--- src/rtl/brCtlPkg.sv ---
package brCtlPkg;
  localparam int OP_W = 3;
  localparam logic [OP_W-1:0] OP_BEQ = 3'd4;
  localparam logic [OP_W-1:0] OP_JMP = 3'd5;

  typedef struct packed {
    logic redirect;
    logic sqFetch;
    logic sqDecode;
    logic sqExecute;
    logic fetchHold;
    logic decBubble;
    logic pipeStall;
  } ctlStrobeT;
endpackage

--- src/rtl/brCtlControl.sv ---
module brCtlControl
  import brCtlPkg::*;
#(
  parameter int SPECULATE = 1
) (
  input  logic            clk,
  input  logic            rstN,
  input  logic            decValid,
  input  logic [OP_W-1:0] decOp,
  input  logic            memValid,
  input  logic [OP_W-1:0] memOp,
  input  logic            memEqual,
  input  logic            hazardStall,
  output ctlStrobeT       strobe
);
  logic decIsBr, memIsBr, memIsJmp, taken, resolveNow;
  logic pending, brHold, stallGated;

  assign decIsBr    = decValid && ((decOp == OP_BEQ) || (decOp == OP_JMP));
  assign memIsJmp   = memOp == OP_JMP;
  assign memIsBr    = memValid && ((memOp == OP_BEQ) || memIsJmp);
  assign taken      = memIsBr && (memIsJmp || memEqual);
  assign resolveNow = memIsBr;

  // Stall-mode window: set when a branch leaves decode, cleared at resolve.
  always_ff @(posedge clk) begin
    if (!rstN || SPECULATE != 0) begin
      pending <= 1'b0;
    end else if (resolveNow) begin
      pending <= 1'b0;
    end else if (decIsBr && !hazardStall) begin
      pending <= 1'b1;
    end
  end

  assign brHold     = (SPECULATE != 0) ? 1'b0 : ((decIsBr || pending) && !resolveNow);
  assign stallGated = hazardStall && !taken;

  generate
    if (SPECULATE != 0) begin : gSpec
      always_comb begin
        strobe           = '0;
        strobe.redirect  = taken;
        strobe.sqFetch   = taken;
        strobe.sqDecode  = taken;
        strobe.sqExecute = taken;
        strobe.pipeStall = stallGated;
        strobe.fetchHold = stallGated;
        strobe.decBubble = 1'b0;
      end
    end else begin : gStall
      always_comb begin
        strobe           = '0;
        strobe.redirect  = taken;
        strobe.sqFetch   = taken;
        strobe.sqDecode  = 1'b0;
        strobe.sqExecute = 1'b0;
        strobe.pipeStall = stallGated;
        strobe.fetchHold = brHold || stallGated;
        strobe.decBubble = brHold && !stallGated;
      end
    end
  endgenerate
endmodule

--- src/rtl/brCtlDatapath.sv ---
module brCtlDatapath
  import brCtlPkg::*;
#(
  parameter int PC_W  = 16,
  parameter int OFS_W = 8
) (
  input  logic [PC_W-1:0]  memPc,
  input  logic [OFS_W-1:0] memOffset,
  input  ctlStrobeT        strobe,
  output logic [PC_W-1:0]  redirectTarget
);
  localparam int EXT_W = PC_W - OFS_W;
  logic [PC_W-1:0] offsetExt, targetSum;

  assign offsetExt      = {{EXT_W{memOffset[OFS_W-1]}}, memOffset};
  assign targetSum      = memPc + {{(PC_W-1){1'b0}}, 1'b1} + offsetExt;
  assign redirectTarget = strobe.redirect ? targetSum : '0;
endmodule

--- src/rtl/branchRedirectCtl.sv ---
module branchRedirectCtl
  import brCtlPkg::*;
#(
  parameter int PC_W      = 16,
  parameter int OFS_W     = 8,
  parameter int SPECULATE = 1
) (
  input  logic             clk,
  input  logic             rstN,
  input  logic             decValid,
  input  logic [2:0]       decOp,
  input  logic             memValid,
  input  logic [2:0]       memOp,
  input  logic             memEqual,
  input  logic [PC_W-1:0]  memPc,
  input  logic [OFS_W-1:0] memOffset,
  input  logic             hazardStall,
  output logic             redirectValid,
  output logic [PC_W-1:0]  redirectTarget,
  output logic             squashFetch,
  output logic             squashDecode,
  output logic             squashExecute,
  output logic             fetchHold,
  output logic             decodeBubble,
  output logic             pipeStall
);
  ctlStrobeT strobe;

  brCtlControl #(.SPECULATE(SPECULATE)) uCtl (
    .clk(clk), .rstN(rstN), .decValid(decValid), .decOp(decOp),
    .memValid(memValid), .memOp(memOp), .memEqual(memEqual),
    .hazardStall(hazardStall), .strobe(strobe)
  );

  brCtlDatapath #(.PC_W(PC_W), .OFS_W(OFS_W)) uDp (
    .memPc(memPc), .memOffset(memOffset), .strobe(strobe),
    .redirectTarget(redirectTarget)
  );

  assign redirectValid = strobe.redirect;
  assign squashFetch   = strobe.sqFetch;
  assign squashDecode  = strobe.sqDecode;
  assign squashExecute = strobe.sqExecute;
  assign fetchHold     = strobe.fetchHold;
  assign decodeBubble  = strobe.decBubble;
  assign pipeStall     = strobe.pipeStall;
endmodule

--- config.mk ---
export PLATFORM = sky130hd
export DESIGN_NAME = branchRedirectCtl
export DESIGN_NICKNAME = d
export VERILOG_FILES = /design/src/rtl/brCtlPkg.sv /design/src/rtl/brCtlControl.sv /design/src/rtl/brCtlDatapath.sv /design/src/rtl/branchRedirectCtl.sv
export SDC_FILE = /design/constraint.sdc
export NUM_CORES = 1
export LEC_CHECK = 0
export BUFFER_PORTS_ARGS = -buffer_cell sky130_fd_sc_hd__buf_2
export CORE_MARGIN = 2
export CORE_UTILIZATION = 49
export DETAILED_ROUTE_END_ITERATION = 12
export GPL_ROUTABILITY_DRIVEN = 0
export GPL_TIMING_DRIVEN = 0
export PLACE_DENSITY = 0.95
export RECOVER_POWER = 50
export SYNTH_ARGS = -nofsm -noshare
export SYNTH_HDL_FRONTEND = slang
export SYNTH_SLANG_ARGS = --single-unit
--- constraint.sdc ---
create_clock -name vclk -period 4.29
set_clock_uncertainty 0.15 [all_clocks]
set_input_delay 0.6435 -clock vclk [all_inputs]
set_output_delay 0.6435 -clock vclk [all_outputs]
set_load 0.02 [all_outputs]
==> results.md, run 1 <==
- Sequential-to-total area share from yosys stat: 0%
- Final #Nets: 237
- Die area: 2200 um2
- Area grow syn2layout: 31.5%
- Max cap viols: 0
- Outcome: complete, no violations
- Remaining Overflow, GRT: 0
- Distinct cells, synth: 38
- Register area: 0 um2
- Final WS setup: 668 ps
- Num sequential: 0
- Largest net degree at the start of global routing: 13
- Worst Hold Depth: 3
- Placed cell count: 207
- Post-CTS setup buffers: 0
- Via/cell ratio: ~5.4
- Avg WL per Cell: ~11 um
- Endpoints failing setup: 0
- Multi-input gate area: 827 um2
- Die height: roughly 47 um
- Initial antenna violation count: 0
- Mapped Area: 902 um2
- HP Class: primary input to output port
- Final Cycle Share: around 84%
- Vias: 1,116
- GRT Total Usage: about 22%
- Initial Utilization: 52.2%
- Worst-path fanout max: 3
- Core box area: roughly 1700 um2
- # fillers: 160
- Post-route DRC: 0
- Critical Path RT: 3500 ps
- First-pass GRT wire length: 3.73 mm
- Final wirelength: roughly 2.4 mm
- Total negative slack: 0 ps
- Critical path capture point type: output port
- Worst Hold Path EP: fetchHold
- Syn_area_per_cell: a little under 7 um2
- Met2 WL: 1.27 mm
- DRT iter0 DRCs: 19
- RSZ-0062 raised after global routing: no
- Overall power: 0.000151 W
- Crit Path Class: primary input to output port
- Syn Inst Count: 130
- Non-filler cells, final: 207
- Routed wl met3: 151 um
- FP Rows: 15
- ANT nets after route: 0
- CP Launch Type: primary input
- Final Hold Violating Endpoints: 0
- Hpwl dp: between 2 and 2.5 mm
- Die W: 46.9 um
- TritonRoute pass-1 iters: 4
- Most common cell after layout, fill and taps aside: buf_2
- Synth warn: 0
- Fin. max-slew vios: 0
- Maximum vdd drop: roughly 0.081 mV
- IO buf count: 52
- Pre-CTS setup slack: just under 700 ps
- ANT cells: 0
- Pwr dens: 127 nW/um2
- Vias in the first global route: just under 1,000
- Max Fclk: between 200 and 300 MHz
- Post-CTS Hold Buffers: 0
- Final Critical Period: ~3600 ps
- Clkbuf count: 0
- Syn_nets: 183
- Top layer in use: met3
- Met1 wire length: 959 um
- Share of layout cells above drive strength 1: 33.0%
- Leakage dissipation: 0.625 nW
- Post-cts sizing count: 0
- Most frequent cells in the layout: buf_2 (46), ha_1 (16), a21oi_1 (15), nand2_1 (14), nor2_1 (11)
- Worst hold margin: 1500 ps
- Hold_sp: hazardStall
- CP arrival: 2830 ps
- IO Pins: 59
metrics by stage:
| stage | area [um2] | util, % |
|---|---|---|
| 2_1_floorplan | 902 | - |
| 3_3_place_gp | 1190 | 69.1 |
| 3_5_place_dp | 1190 | 69.1 |
| 4_1_cts | 1190 | 69.1 |
| 5_1_grt | 1190 | 68.7 |
| 6_report | 1190 | 68.7 |
worst max-delay path: stages:
cell and delay, ps:
buf_2 90, inv_1 70, ha_1 140, inv_1 40, fa_1 410, a21o_2 250
a311oi_1 410, o21a_2 270, a22o_2 160, mux2i_1 160, buf_2 180
cell families (layout without fill, tap and decap cells):
kind of cell | Yosys count | after routing | synth area share (%)
AOI/OAI and AO/OA | 40 | 40 | 31.1
xor gates and xnor gates | 7 | 7 | 6.80
adders and majority gates | 17 | 17 | 24.4
buffers and inverters | 14 | 66 | 8.32
muxes | 3 | 3 | 3.33
other | 1 | 1 | 0.416
and+or+nand+nor | 48 | 48 | 25.7
metal layers:
| layer | track usage, % | vias up |
|---|---|---|
| li1 | - | 571 |
| met1 | 24.4 | 501 |
| met2 | 46.0 | 44 |
| met3 | 0.769 | 0 |
| met4 | 1.11 | 0 |
| met5 | 0 | - |
cell usage after synthesis (2+ instances only):
cell type,instances,area (um2)
xor2_1,4,35.0
nand4_1,4,25.0
clkbuf_1,2,7.51
mux2i_1,3,30.0
nand2b_1,3,18.8
ha_1,16,200
o21a_1,4,30.0
a211o_1,2,17.5
o211ai_1,2,15.0
inv_1,5,18.8
a21oi_1,15,75.1
nor2_1,11,41.3
a31o_2,2,17.5
a21o_1,3,22.5
nand2_1,14,52.6
or3_1,2,12.5
buf_4,6,45.0
nor3_1,6,30.0
xnor2_1,3,26.3
and2_1,5,31.3
where the power goes:
group          switching, W  leakage, nW  internal [W]
Clock                     0            0             0
Combinational     0.0000833        0.625     0.0000672
Sequential                0            0             0
Total             0.0000833        0.625     0.0000672
how the worst max path moves through the flow:
stage | from | endpoint | slack [ps] | depth (start not counted)
detailed placement | memPc[0] | redirectTarget[14] | 680 | 11
floorplan | memPc[0] | redirectTarget[14] | 950 | 9
finish | memPc[0] | redirectTarget[14] | 670 | 11
CTS | memPc[0] | redirectTarget[14] | 670 | 11
global route | memPc[0] | redirectTarget[14] | 550 | 11
global placement | memPc[0] | redirectTarget[14] | 820 | 11
final cells by class:
cell class / count / share of cell area [%]
inverters: 6 / 1.90
multi-input cells: 116 / 69.7
repair buffers: 52 / 21.3
plain buffers: 8 / 4.43
well taps: 25 / 2.64
No activity file was read; power rests on OpenSTA's default activity.
==> inputs of run 2 (changes only) <==
--- a/config.mk
+++ b/config.mk
@@ -5,13 +5,14 @@
 export SDC_FILE = /design/constraint.sdc
 export NUM_CORES = 1
 export LEC_CHECK = 0
+export ABC_AREA = 1
 export BUFFER_PORTS_ARGS = -buffer_cell sky130_fd_sc_hd__buf_2
 export CORE_MARGIN = 2
-export CORE_UTILIZATION = 49
+export CORE_UTILIZATION = 48
 export DETAILED_ROUTE_END_ITERATION = 12
 export GPL_ROUTABILITY_DRIVEN = 0
 export GPL_TIMING_DRIVEN = 0
-export PLACE_DENSITY = 0.95
+export PLACE_DENSITY = 0.93
 export RECOVER_POWER = 50
 export SYNTH_ARGS = -nofsm -noshare
 export SYNTH_HDL_FRONTEND = slang
==> constraint.sdc (replaced) <==
create_clock -name vclk -period 3.6
set_clock_uncertainty 0.15 [all_clocks]
set_input_delay 0.54 -clock vclk [all_inputs]
set_output_delay 0.54 -clock vclk [all_outputs]
set_load 0.02 [all_outputs]
==> results.md, run 2 <==
- Non-filler cells, final: 288
- Syn Inst Count: 208
- Slew headroom: 65.4%
- Most common cell after layout, fill and taps aside: nand2_1
- ANT cells: 0
- Clkbuf count: 0
- CP Launch Type: primary input
- Share of layout cells above drive strength 1: approximately a quarter
- Outcome: complete, no violations
- Worst Hold Depth: 4
- Critical path capture point type: output port
- Synth Area in Compound Gates: 12.8%
- Endpoints failing setup: 0
- Core box area: approximately 2200 um2
- Syn_area_per_cell: 5.17 um2
- Leakage dissipation: around 0.89 nW
- Avg WL per Cell: slightly above 9 um
- Vias in the first global route: approximately 1,200
- Hold_sp: hazardStall
- Overall power: 0.000189 W
- Worst-path fanout max: 4
- Syn_nets: 261
- Placed cell count: 288
- Met2 WL: 1.34 mm
- Register area: 0 um2
- Fin. max-slew vios: 0
- Final wirelength: 2.67 mm
- Top layer in use: met4
- Via/cell ratio: 4.66
- Distinct cells, synth: 25
- Largest net degree at the start of global routing: 14
- CP arrival: 2120 ps
- Post-route DRC: 0
- Routed wl met3: 114 um
- Die W: 51.3 um
- Synth warn: 0
- GRT Total Usage: around 22%
- Largest family of logic cells by synthesized area: simple AND/OR/NAND/NOR gates
- Post-CTS Hold Buffers: 0
- Mapped Area: 1080 um2
- Slew @ Worst Pin: 519 ps
- IO buf count: 52
- FP Rows: 17
- Top post-synthesis cells by area: nand2_1 (24%), ha_1 (19%), inv_1 (14%), nor2_1 (8.7%), a21oi_1 (8.4%)
- Final Critical Period: 2810 ps
- Post-synth top cells: nand2_1 (68), inv_1 (40), nor2_1 (25)
- Post-cts sizing count: 0
- Max Fclk: 356 MHz
- Maximum vdd drop: roughly 0.073 mV
- Max cap viols: 0
- Final Hold Violating Endpoints: 0
- Area leader, netlist: nand2_1
- Remaining Overflow, GRT: 0
- Vias: 1,343
- Num sequential: 0
- Synth top area share: between 20% and 30%
- Area grow syn2layout: 25.3%
- Die area: 2640 um2
- Hpwl dp: 2.40 mm
- Total negative slack: 0 ps
- ANT nets after route: 0
- Initial antenna violation count: 0
- Adder-cell share of the synthesized area: 20.5%
- Crit Path Class: primary input to output port
- Mux cell area share after synthesis: 0%
- Placed inst area: 1370 um2
- Synth Area in Simple Gates: 45.7%
- Final #Nets: approximately 320
- Most frequent cells in the layout: nand2_1 (68), buf_2 (45), inv_1 (40), nor2_1 (25), a21oi_1 (18)
- Die height: 51.3 um
- Sequential-to-total area share from yosys stat: 0%
- RSZ-0062 raised after global routing: no
- TritonRoute pass-1 iters: 4
- Critical Path RT: 2910 ps
- Worst Hold Path EP: fetchHold
- DRT iter0 DRCs: 25
- Fin area: 1350 um2
- Count leader, synth: nand2_1
- IO Pins: 59
- # fillers: 228
- Final Cycle Share: around 78%
- First-pass GRT wire length: 4.64 mm
- Post-CTS setup buffers: 0
- Initial Utilization: 49.6%
- Met1 wire length: 1.20 mm
- Pwr dens: roughly 140 nW/um2
- Synth Area in XOR/XNOR: 1.63%
- HP Class: primary input to output port
run 2: worst max-delay path by stage:
stage | start | endpoint | slack (ps)
2_1_floorplan | memPc[0] | redirectTarget[10] | 960
3_3_place_gp | memPc[0] | redirectTarget[10] | 840
3_5_place_dp | memPc[0] | redirectTarget[10] | 810
4_1_cts | memPc[0] | redirectTarget[10] | 800
5_1_grt | memPc[0] | redirectTarget[10] | 550
6_report | memPc[0] | redirectTarget[10] | 790
run 2: kinds of logic after synthesis:
family | count (synthesis)
AO/OA/AOI/OAI | 26
XOR/XNOR | 2
adder cells (fa/ha/maj) | 17
buffers and inverters | 47
other | 1
AND/OR/NAND/NOR | 115
run 2: critical path, stage by stage:
cell	delay (ps)
buf_2	100
inv_1	60
ha_1	140
inv_1	50
fa_1	410
nand2_2	110
nand2_1	50
nand3b_1	80
nand2_1	100
nand2_1	70
nand2_1	60
nand2_1	50
nand2_1	50
nor2_1	90
buf_2	160
run 2: routing by layer:
metal,up-vias,track usage [%]
met5,-,0
met4,0,3.95
met3,2,0.585
met2,32,40.7
met1,569,27.2
li1,740,-
run 2: where the power goes:
part           leakage (nW)  switching (W)  internal, W
clock network             0              0            0
registers                 0              0            0
logic                 0.885       0.000118    0.0000712
total                 0.885       0.000118    0.0000712
run 2: metrics by stage:
| step | util [%] | hold slack (ps) | setup WS [ps] |
|---|---|---|---|
| after floorplan | - | 1060 | 963 |
| after global placement | 63.2 | 1260 | 844 |
| after detailed placement | 63.2 | 1260 | 811 |
| after CTS | 63.2 | 1260 | 804 |
| after global routing | 62.2 | 1290 | 552 |
| final | 62.2 | 1270 | 794 |
run 2: area by class of cell:
cell class | instances | area (um2) | area share [%]
Inverter | 41 | 154 | 11.4
Buffer | 6 | 41.3 | 3.06
Multi-Input combinational cell | 161 | 867 | 64.3
Tap cell | 28 | 35.0 | 2.60
Timing Repair Buffer | 52 | 251 | 18.6
==> inputs of run 3 (changes only) <==
--- a/config.mk
+++ b/config.mk
@@ -8,11 +8,11 @@
 export ABC_AREA = 1
 export BUFFER_PORTS_ARGS = -buffer_cell sky130_fd_sc_hd__buf_2
 export CORE_MARGIN = 2
-export CORE_UTILIZATION = 48
+export CORE_UTILIZATION = 43
 export DETAILED_ROUTE_END_ITERATION = 12
 export GPL_ROUTABILITY_DRIVEN = 0
 export GPL_TIMING_DRIVEN = 0
-export PLACE_DENSITY = 0.93
+export PLACE_DENSITY = 0.89
 export RECOVER_POWER = 50
 export SYNTH_ARGS = -nofsm -noshare
 export SYNTH_HDL_FRONTEND = slang
==> constraint.sdc (replaced) <==
create_clock -name vclk -period 2.4
set_clock_uncertainty 0.15 [all_clocks]
set_input_delay 0.36 -clock vclk [all_inputs]
set_output_delay 0.36 -clock vclk [all_outputs]
set_load 0.02 [all_outputs]
==> results.md, run 3 (same netlist as run 2, synthesis figures left out) <==
- IO Pins: between 50 and 60
- Die W: 54.0 um
- ANT cells: 0
- Register area: 0 um2
- Worst-path fanout max: 4
- Critical path origin: memPc[0]
- Outcome: complete, no violations
- Non-filler cells, final: 292
- Max cap viols: 0
- Vias: 1,467
- First-pass GRT wire length: 4.13 mm
- Maximum vdd drop: 0.109 mV
- Num sequential: 0
- Avg WL per Cell: 11.0 um
- Critical Path End: redirectTarget[10]
- Post-CTS Hold Buffers: 0
- Pwr dens: 217 nW/um2
- Clkbuf count: 0
- HP Class: primary input to output port
- Final Hold Violating Endpoints: 0
- Most Used Layer, Global Route: met2
- GRT Total Usage: 18.0%
- Fin. max-slew vios: 0
- Final wirelength: 3.22 mm
- IO buf count: 52
- DRT iter0 DRCs: 28
- ANT nets after route: 0
- Die area: 2920 um2
- CP arrival: 1850 ps
- FP Rows: 18
- Layout Utilization: 62.8%
- CP Launch Type: primary input
- Max Fclk: 424 MHz
- M1 GR Usage: 23.7%
- Largest net degree at the start of global routing: 14
- Die height: 54.0 um
- Initial antenna violation count: 0
- Critical Path RT: 1890 ps
- Via/cell ratio: 5.02
- Post-route DRC: 0
- Most common cell after layout, fill and taps aside: nand2_1
- Vias in the first global route: 1,053
- # fillers: 215
- Global Route met2 Usage: ~33%
- Critical path capture point type: output port
- Crit Path Class: primary input to output port
- Remaining Overflow, GRT: 0
- Placed cell count: 290
- Initial Utilization: 44.2%
- RSZ-0062 raised after global routing: yes
- Met3 Track Usage GR: less than 1%
- Hpwl dp: between 2 and 2.5 mm
- Final #Nets: 317
- Area grow syn2layout: 41.9%
- Final Critical Period: approximately 2400 ps
- TritonRoute pass-1 iters: 5
- Endpoints failing setup: 0
- Share of layout cells above drive strength 1: 33.6%
- Most frequent cells in the layout: nand2_1 (67), buf_2 (46), inv_1 (37), nor2_1 (24), a21oi_1 (17)
- Overall power: 0.000331 W
- Leakage dissipation: between 0.9 and 1 nW
- Core box area: 2430 um2
- Final Cycle Share: between 90% and 100%
[run 3: cell types whose count changed in the layout (fill, tap and decap cells not counted), moves of 2 or more]
cell / previous run / this run
inv_1: 40 / 37
clkbuf_1: 8 / 1
ha_1: 16 / 7
buf_6: 0 / 2
buf_4: 3 / 9
ha_4: 0 / 8
inv_4: 0 / 2
[run 3: power breakdown]
group	internal (W)	total (W)	leakage [nW]	switching [W]
registers	0	0	0	0
logic	0.000135	0.000331	0.926	0.000196
clock network	0	0	0	0
total	0.000135	0.000331	0.926	0.000196
[run 3: worst max-delay path: stages]
cell	delay (ps)
buf_6	100
inv_4	50
ha_4	110
inv_2	30
fa_2	380
nand2_2	90
nand2_1	60
nand3b_1	110
nand2_2	90
nand2_1	70
nand2_1	60
nand2_1	50
nand2_1	40
nor2_1	100
buf_4	140
[run 3: per-layer routing]
metal	share of wire (%)	vias up
met4	4.5	0
met5	0	-
li1	-	750
met2	50	48
met3	3.6	16
met1	41	653
[run 3: final cells by class]
cell class	instances	area (um2)	share of cell area (%)
plain buffers	6	51.3	3.36
multi-input cells	161	985	64.5
inverters	41	159	10.4
repair buffers	54	294	19.3
well taps	30	37.5	2.46
[run 3: worst min path at each step]
stage / slack [ps] / from / end / depth (start not counted)
5_1_grt: 920 / hazardStall / fetchHold / 4
3_5_place_dp: 900 / hazardStall / fetchHold / 4
3_3_place_gp: 890 / hazardStall / fetchHold / 4
2_1_floorplan: 700 / hazardStall / fetchHold / 2
4_1_cts: 900 / hazardStall / fetchHold / 4
6_report: 900 / hazardStall / fetchHold / 4
[run 3: stage by stage]
step / instance area [um2] / TNS (ps) / worst slack [ps] / hold slack [ps]
after CTS: 1380 / 0 / 14.5 / 897
final: 1530 / 0 / 42.0 / 896
after detailed placement: 1370 / -47.7 / -46.5 / 895
after global routing: 1530 / -92.5 / -74.0 / 919
after global placement: 1370 / -10.8 / -10.8 / 891
after floorplan: 1080 / 0 / 123 / 697
[run 3: timing repair]
action,4_1_cts,5_1_grt
endpoints found under the setup margin,2,6
resized for setup,1,26
buffers inserted,0,2
pin swaps,0,8
